===== src/rtl/tt_pkg.sv =====
package tt_pkg;
  // Outcome of looking up a called tag in the table
  typedef enum logic [1:0] {
    CALL_NONE  = 2'd0,
    CALL_READ  = 2'd1,
    CALL_WRITE = 2'd2
  } call_kind_e;
endpackage


===== src/rtl/tt_rst_sync.sv =====
module tt_rst_sync (
  input  logic clk,
  input  logic rst_n,
  output logic rst_sync_n
);
  logic [1:0] sync_q;

  always_ff @(posedge clk or negedge rst_n) begin
    if (!rst_n) sync_q <= 2'b00;
    else        sync_q <= {sync_q[0], 1'b1};
  end

  assign rst_sync_n = sync_q[1];
endmodule


===== src/rtl/tt_tag_table.sv =====
module tt_tag_table
  import tt_pkg::*;
#(
  parameter int TAG_W  = 3,
  parameter int ADDR_W = 24,
  parameter int DATA_W = 32,
  parameter int MASK_W = DATA_W / 8
) (
  input  logic              clk,
  input  logic              rst_n,
  input  logic              iss_en,
  input  logic [TAG_W-1:0]  iss_tag,
  input  logic              iss_we,
  input  logic [ADDR_W-1:0] iss_addr,
  input  logic [DATA_W-1:0] iss_wdata,
  input  logic [MASK_W-1:0] iss_wmask,
  input  logic              call_en,
  input  logic [TAG_W-1:0]  call_tag,
  output call_kind_e        hit_kind,
  output logic [ADDR_W-1:0] hit_addr,
  output logic [DATA_W-1:0] hit_wdata,
  output logic [MASK_W-1:0] hit_wmask
);
  localparam int NTAGS = 1 << TAG_W;

  logic [NTAGS-1:0] valid_q, valid_d, set_v, clr_v;
  logic             we_q   [NTAGS];
  logic [ADDR_W-1:0] addr_q [NTAGS];
  logic [DATA_W-1:0] data_q [NTAGS];
  logic [MASK_W-1:0] mask_q [NTAGS];

  // Per-entry occupancy: an issue into an entry wins over a call of it
  for (genvar e = 0; e < NTAGS; e++) begin : g_entry
    assign set_v[e]   = iss_en  && (iss_tag  == TAG_W'(e));
    assign clr_v[e]   = call_en && (call_tag == TAG_W'(e));
    assign valid_d[e] = set_v[e] | (valid_q[e] & ~clr_v[e]);
  end

  always_ff @(posedge clk or negedge rst_n) begin
    if (!rst_n) valid_q <= '0;
    else        valid_q <= valid_d;
  end

  // Payload storage, no reset, written only on issue
  always_ff @(posedge clk) begin
    for (int e = 0; e < NTAGS; e++) begin
      if (set_v[e]) begin
        we_q[e]   <= iss_we;
        addr_q[e] <= iss_addr;
      end
      if (set_v[e] && iss_we) begin
        data_q[e] <= iss_wdata;
        mask_q[e] <= iss_wmask;
      end
    end
  end

  // Lookup of the called tag (old contents, before this cycle's issue)
  always_comb begin
    hit_kind  = CALL_NONE;
    hit_addr  = addr_q[call_tag];
    hit_wdata = data_q[call_tag];
    hit_wmask = mask_q[call_tag];
    if (call_en && valid_q[call_tag]) begin
      hit_kind = we_q[call_tag] ? CALL_WRITE : CALL_READ;
    end
  end
endmodule


===== src/rtl/tt_data_stage.sv =====
module tt_data_stage
  import tt_pkg::*;
#(
  parameter int TAG_W  = 3,
  parameter int ADDR_W = 24,
  parameter int DATA_W = 32,
  parameter int MASK_W = DATA_W / 8
) (
  input  logic              clk,
  input  logic              rst_n,
  input  call_kind_e        hit_kind,
  input  logic [ADDR_W-1:0] hit_addr,
  input  logic [DATA_W-1:0] hit_wdata,
  input  logic [MASK_W-1:0] hit_wmask,
  input  logic [TAG_W-1:0]  call_tag,
  input  logic [DATA_W-1:0] bus_dat_r,
  output logic [DATA_W-1:0] dat_w,
  output logic [MASK_W-1:0] dat_wm,
  output logic              rsp_valid,
  output logic [DATA_W-1:0] rsp_data,
  output logic [ADDR_W-1:0] rsp_addr,
  output logic [TAG_W-1:0]  rsp_tag
);
  logic [DATA_W-1:0] wd_q, wd_d;
  logic [MASK_W-1:0] wm_q, wm_d;
  logic              rd_pend_q, rd_pend_d;
  logic [ADDR_W-1:0] rd_addr_q;
  logic [TAG_W-1:0]  rd_tag_q;
  logic              rsp_valid_q;
  logic [DATA_W-1:0] rsp_data_q;
  logic [ADDR_W-1:0] rsp_addr_q;
  logic [TAG_W-1:0]  rsp_tag_q;

  // Next state: write lanes are forced to zero unless an own write was called
  always_comb begin
    wd_d      = '0;
    wm_d      = '0;
    rd_pend_d = 1'b0;
    case (hit_kind)
      CALL_WRITE: begin
        wd_d = hit_wdata;
        wm_d = hit_wmask;
      end
      CALL_READ: rd_pend_d = 1'b1;
      default: ;
    endcase
  end

  always_ff @(posedge clk or negedge rst_n) begin
    if (!rst_n) begin
      wd_q        <= '0;
      wm_q        <= '0;
      rd_pend_q   <= 1'b0;
      rsp_valid_q <= 1'b0;
    end else begin
      wd_q        <= wd_d;
      wm_q        <= wm_d;
      rd_pend_q   <= rd_pend_d;
      rsp_valid_q <= rd_pend_q;
    end
  end

  // Enabled payload registers
  always_ff @(posedge clk) begin
    if (rd_pend_d) begin
      rd_addr_q <= hit_addr;
      rd_tag_q  <= call_tag;
    end
    if (rd_pend_q) begin
      rsp_data_q <= bus_dat_r;
      rsp_addr_q <= rd_addr_q;
      rsp_tag_q  <= rd_tag_q;
    end
  end

  assign dat_w     = wd_q;
  assign dat_wm    = wm_q;
  assign rsp_valid = rsp_valid_q;
  assign rsp_data  = rsp_data_q;
  assign rsp_addr  = rsp_addr_q;
  assign rsp_tag   = rsp_tag_q;
endmodule


===== src/rtl/tag_tracker.sv =====
module tag_tracker
  import tt_pkg::*;
#(
  parameter int TAG_W  = 3,
  parameter int ADDR_W = 24,
  parameter int DATA_W = 32
) (
  input  logic                  clk,
  input  logic                  rst_n,
  input  logic                  req_valid,
  output logic                  req_ready,
  input  logic [ADDR_W-1:0]     req_addr,
  input  logic                  req_write,
  input  logic [DATA_W-1:0]     req_wdata,
  input  logic [DATA_W/8-1:0]   req_wmask,
  output logic                  rsp_valid,
  output logic [DATA_W-1:0]     rsp_data,
  output logic [ADDR_W-1:0]     rsp_addr,
  output logic [TAG_W-1:0]      rsp_tag,
  output logic                  bus_stb,
  output logic [ADDR_W-1:0]     bus_adr,
  output logic                  bus_we,
  input  logic                  bus_ack,
  input  logic [TAG_W-1:0]      bus_tag_issue,
  input  logic                  bus_call,
  input  logic [TAG_W-1:0]      bus_tag_call,
  input  logic [DATA_W-1:0]     bus_dat_r,
  output logic [DATA_W-1:0]     bus_dat_w,
  output logic [DATA_W/8-1:0]   bus_dat_wm
);
  localparam int MASK_W = DATA_W / 8;

  logic              rst_sync_n;
  logic              iss_en;
  call_kind_e        hit_kind;
  logic [ADDR_W-1:0] hit_addr;
  logic [DATA_W-1:0] hit_wdata;
  logic [MASK_W-1:0] hit_wmask;

  tt_rst_sync u_rst (
    .clk        (clk),
    .rst_n      (rst_n),
    .rst_sync_n (rst_sync_n)
  );

  // Control path is a pass-through so a request can go every acknowledged cycle
  assign bus_stb   = req_valid;
  assign bus_adr   = req_addr;
  assign bus_we    = req_write;
  assign req_ready = bus_ack;
  assign iss_en    = req_valid & bus_ack;

  tt_tag_table #(
    .TAG_W (TAG_W), .ADDR_W (ADDR_W), .DATA_W (DATA_W), .MASK_W (MASK_W)
  ) u_table (
    .clk       (clk),
    .rst_n     (rst_sync_n),
    .iss_en    (iss_en),
    .iss_tag   (bus_tag_issue),
    .iss_we    (req_write),
    .iss_addr  (req_addr),
    .iss_wdata (req_wdata),
    .iss_wmask (req_wmask),
    .call_en   (bus_call),
    .call_tag  (bus_tag_call),
    .hit_kind  (hit_kind),
    .hit_addr  (hit_addr),
    .hit_wdata (hit_wdata),
    .hit_wmask (hit_wmask)
  );

  tt_data_stage #(
    .TAG_W (TAG_W), .ADDR_W (ADDR_W), .DATA_W (DATA_W), .MASK_W (MASK_W)
  ) u_data (
    .clk       (clk),
    .rst_n     (rst_sync_n),
    .hit_kind  (hit_kind),
    .hit_addr  (hit_addr),
    .hit_wdata (hit_wdata),
    .hit_wmask (hit_wmask),
    .call_tag  (bus_tag_call),
    .bus_dat_r (bus_dat_r),
    .dat_w     (bus_dat_w),
    .dat_wm    (bus_dat_wm),
    .rsp_valid (rsp_valid),
    .rsp_data  (rsp_data),
    .rsp_addr  (rsp_addr),
    .rsp_tag   (rsp_tag)
  );
endmodule


===== config.mk =====
export PLATFORM = sky130hd
export DESIGN_NAME = tag_tracker
export DESIGN_NICKNAME = d
export VERILOG_FILES = /design/src/rtl/tt_pkg.sv /design/src/rtl/tt_rst_sync.sv /design/src/rtl/tt_tag_table.sv /design/src/rtl/tt_data_stage.sv /design/src/rtl/tag_tracker.sv
export SDC_FILE = /design/constraint.sdc
export NUM_CORES = 1
export LEC_CHECK = 0
export BUFFER_PORTS_ARGS = -buffer_cell sky130_fd_sc_hd__buf_4
export CAP_MARGIN = 30
export CELL_PAD_IN_SITES_DETAIL_PLACEMENT = 1
export CELL_PAD_IN_SITES_GLOBAL_PLACEMENT = 2
export CORE_MARGIN = 2
export CORE_UTILIZATION = 41
export CTS_BUF_LIST = sky130_fd_sc_hd__clkbuf_8
export DETAILED_ROUTE_END_ITERATION = 8
export GPL_TIMING_DRIVEN = 0
export PLACE_DENSITY_LB_ADDON = 0.1
export REMOVE_ABC_BUFFERS = 1
export SLEW_MARGIN = 20
export SYNTH_ARGS = -nofsm -noshare
export SYNTH_HDL_FRONTEND = slang
export SYNTH_SLANG_ARGS = --single-unit
export TNS_END_PERCENT = 100

===== constraint.sdc =====
create_clock -name clk -period 1.8 [get_ports clk]
set_input_delay 0.36 -clock clk [delete_from_list [all_inputs] [get_ports clk]]
set_output_delay 0.36 -clock clk [all_outputs]
set_load 0.1 [all_outputs]

==> flow_summary.ini <==
[route]
detail_route.vias_per_cell = 5.18
wl_um = 54700
dr.pass1.iters = 5
via_count = 10989
drtIter0Drc = 646
ant_nets = 0
wl_per_cell_um = 25.8
drc = 0

[timing]
drv_slew = 0
tns_ns = 0
relSlewSlack_pct = 52.2
fin_skew_ns = 0.0212
worst_pin_slew_ns = 0.717
min_period_ns = 1.79
setup_viol = 0
period_share_pct = 99.3
final-hold-violation-count = 0
clock.fmax_ghz = 0.559
rsz0062_at_grt = true

[synthesis]
synth-async-reset-ratio_pct = 7.72
syn_area_um2 = 22600
syn_avg_cell_area_um2 = 24.4
synthMostInstantiatedCell = edfxtp_1
ys_seq_area_share_pct = 81.7
synth_common_cells = edfxtp_1 (574), mux4_2 (123), dfrtp_1 (48)
synth_mux_area_share_pct = 13.6
ys.flop_type = edfxtp_1
synth_seq_cells = 622
ys_warn_count = 0
synth_top_family_by_area = multiplexers
synth_area_leaders = edfxtp_1 (76%), mux4_2 (12%), dfrtp_1 (5.3%), a22o_1 (1.4%), mux2_2 (1.2%)
synth_cell_types = 27
synth-edff-count = 574
synth_top_area_share_pct = 76.4
synth_xor_area_share_pct = 0
yosysTopAreaCell = edfxtp_1
synth_fa_ha_area_share_pct = 0
syn_inst = 923
synth_compound_area_share_pct = 1.66
synth-simple-area-share_pct = 0.987

[clock_tree]
cts_max_path_buffers = 3
cts_tree = done
cts_root_buf = clkbuf_8
cts.sinks = 622
path_clk_slew_ns = 0.06
cts_inserted_buffers = 103
insertion_delay_ns = 0.68
htreeDepth = 3

[worst_setup_path]
cp.depth = 6
worst-path-max-fanout = 18
crit_slowest_cell = and2_4
crit_type = input port to flip-flop
path_buf_inv = 3
worstRegToRegCells = 5
critPathLaunch = bus_tag_issue[0]
cp-start-kind = input port
end_kind = flip-flop
regToRegStartpoint = u_table.we_q[4]
cp_cell_sequence = buf_4, nand3b_1, nor3_4, buf_6, buf_4, and2_4
cp.arrival_ns = 2.12
slowest_delay_ns = 0.43
critPathMostFrequentCell = buf_4
required_ns = 2.13
crit_family = simple AND/OR/NAND/NOR gates

[pwr]
leakage_nw = 10.2
powerDensity_nw_per_um2 = 1070
ir_drop_uv = 865
finalPower_mw = 30.6

[global_route]
grt_pass1_vias = 12095
grt_first_pass_wirelength_um = 79900
grt-ovfl-total = 0
grtUsageTotal_pct = 19.6
grt_max_degree = 54
antenna_found_initial = 3

[placement]
dpl_cell_area_um2 = 25300
hpwl_um = 26900
gp_congestion = 0.653
dp.cells = 1800
port_buffers = 226

[layout]
design_area_um2 = 28700
drive_above_1_share_pct = 41.1
n_fill_cell = 4687
final_core_util_pct = 53.0
area_delta_synth_final_pct = 27.2
fin_cells = 2120
nets = 1443

[floorplanning]
pin_count = 227
die_area_um2 = 56900
core_um2 = 54100
start_util_pct = 41.7
die_h_um = 239
num_rows = 85
die_x_um = 239

[status]
outcome = complete, no violations

[hold_path]
hp-start = bus_call
hp-class = input port to flip-flop
hold_depth = 3

[flow_run]
cap_violations = 0
[cells by family (layout without fill, tap and decap cells)]
group | Yosys count | after routing
AOI/OAI and AO/OA | 44 | 44
buffers and inverters | 68 | 562
DFF | 622 | 622
muxes | 148 | 148
other | 1 | 2
and+or+nand+nor | 40 | 46
[layout make-up]
| class | count | area [um^2] | area share, % |
|---|---|---|---|
| Antenna cell | 1 | 2.50 | 0.00872 |
| Clock buffer | 119 | 1640 | 5.71 |
| Clock inverter | 70 | 284 | 0.990 |
| Multi-Input combinational cell | 239 | 3840 | 13.4 |
| Sequential cell | 622 | 18400 | 64.3 |
| Tap cell | 696 | 871 | 3.04 |
| Timing Repair Buffer | 373 | 3610 | 12.6 |
[worst paths after layout]
check                                              to  slack, ns
worst max-delay path            u_table.data_q[0][20]       0.01
worst min-delay path                 u_data.rd_pend_q       0.09
worst max register to register       u_data.dat_w[29]       0.02
worst min register to register       u_data.dat_w[26]       0.17
max in group asynchronous            u_data.rd_pend_q       1.09
min in group asynchronous            u_data.dat_w[26]       0.17
[metrics by stage]
step,setup slack [ns],hold WS (ns)
global route,-0.0378,0.0332
CTS,-0.0435,0.00171
global placement,-5.61,0.143
finish,0.0125,0.0858
detailed placement,-1.75,0.145
floorplan,-2.09,0.0644
[state kept, by name (all words and copies together), names as in the netlist, 4 cells and up]
register / cells
u_table.valid_q: 8
u_data.rd_addr_q: 24
u_data.dat_wm: 4
u_table.mask_q: 32
u_data.rsp_data: 32
u_table.we_q: 8
u_table.data_q: 256
u_data.rsp_addr: 24
u_data.dat_w: 32
u_table.addr_q: 192
[power breakdown]
| group | switching (mW) | internal (mW) | total, mW |
|---|---|---|---|
| Clock | 5.46 | 5.98 | 11.4 |
| Sequential | 0.119 | 16.2 | 16.3 |
| Combinational | 1.82 | 1.01 | 2.84 |
[repair_timing]
| item | CTS | global route |
|---|---|---|
| cloned | 13 | 1 |
| endpoints found under the hold margin | 514 | 0 |
| setup buffers | 16 | 9 |
| setup endpoints to repair | 291 | 100 |
| hold buffers | 94 | 0 |
| gates resized for setup | 18 | 4 |
| pin swaps | 7 | 19 |
[tightest hold or removal path, cell delays in order]
cell and delay (ns):
buf_4 0.17, nand4bb_4 0.12, nand2_1 0.06
[placed cells by master (no fill, tap or decap), drive strengths merged]
master and instances:
nand3 4, edfxtp 574, nand2 7, and2 12, conb 1, and4b 1
clkbuf 120, nor3 2, buf 272, a21o 7, nand4 1, nor2 7
clkinvlp 2, a22o 36, nand2b 3, mux4 124, o31ai 1, nor2b 3
nand4b 1, and4 3, clkinv 23, bufbuf 6, dlygate4sd3 94, nand3b 1
diode 1, mux2 24, nand4bb 1, dfrtp 48, inv 45
[per-layer routing]
layer / vias up / global-route usage (%) / wire (um)
li1: 4733 / - / -
met5: - / 0 / 27
met1: 5897 / 25.0 / 22900
met4: 4 / 5.21 / 1040
met3: 90 / 4.34 / 2380
met2: 265 / 33.9 / 28300
Note: power is estimated with default switching activity, not from simulation.
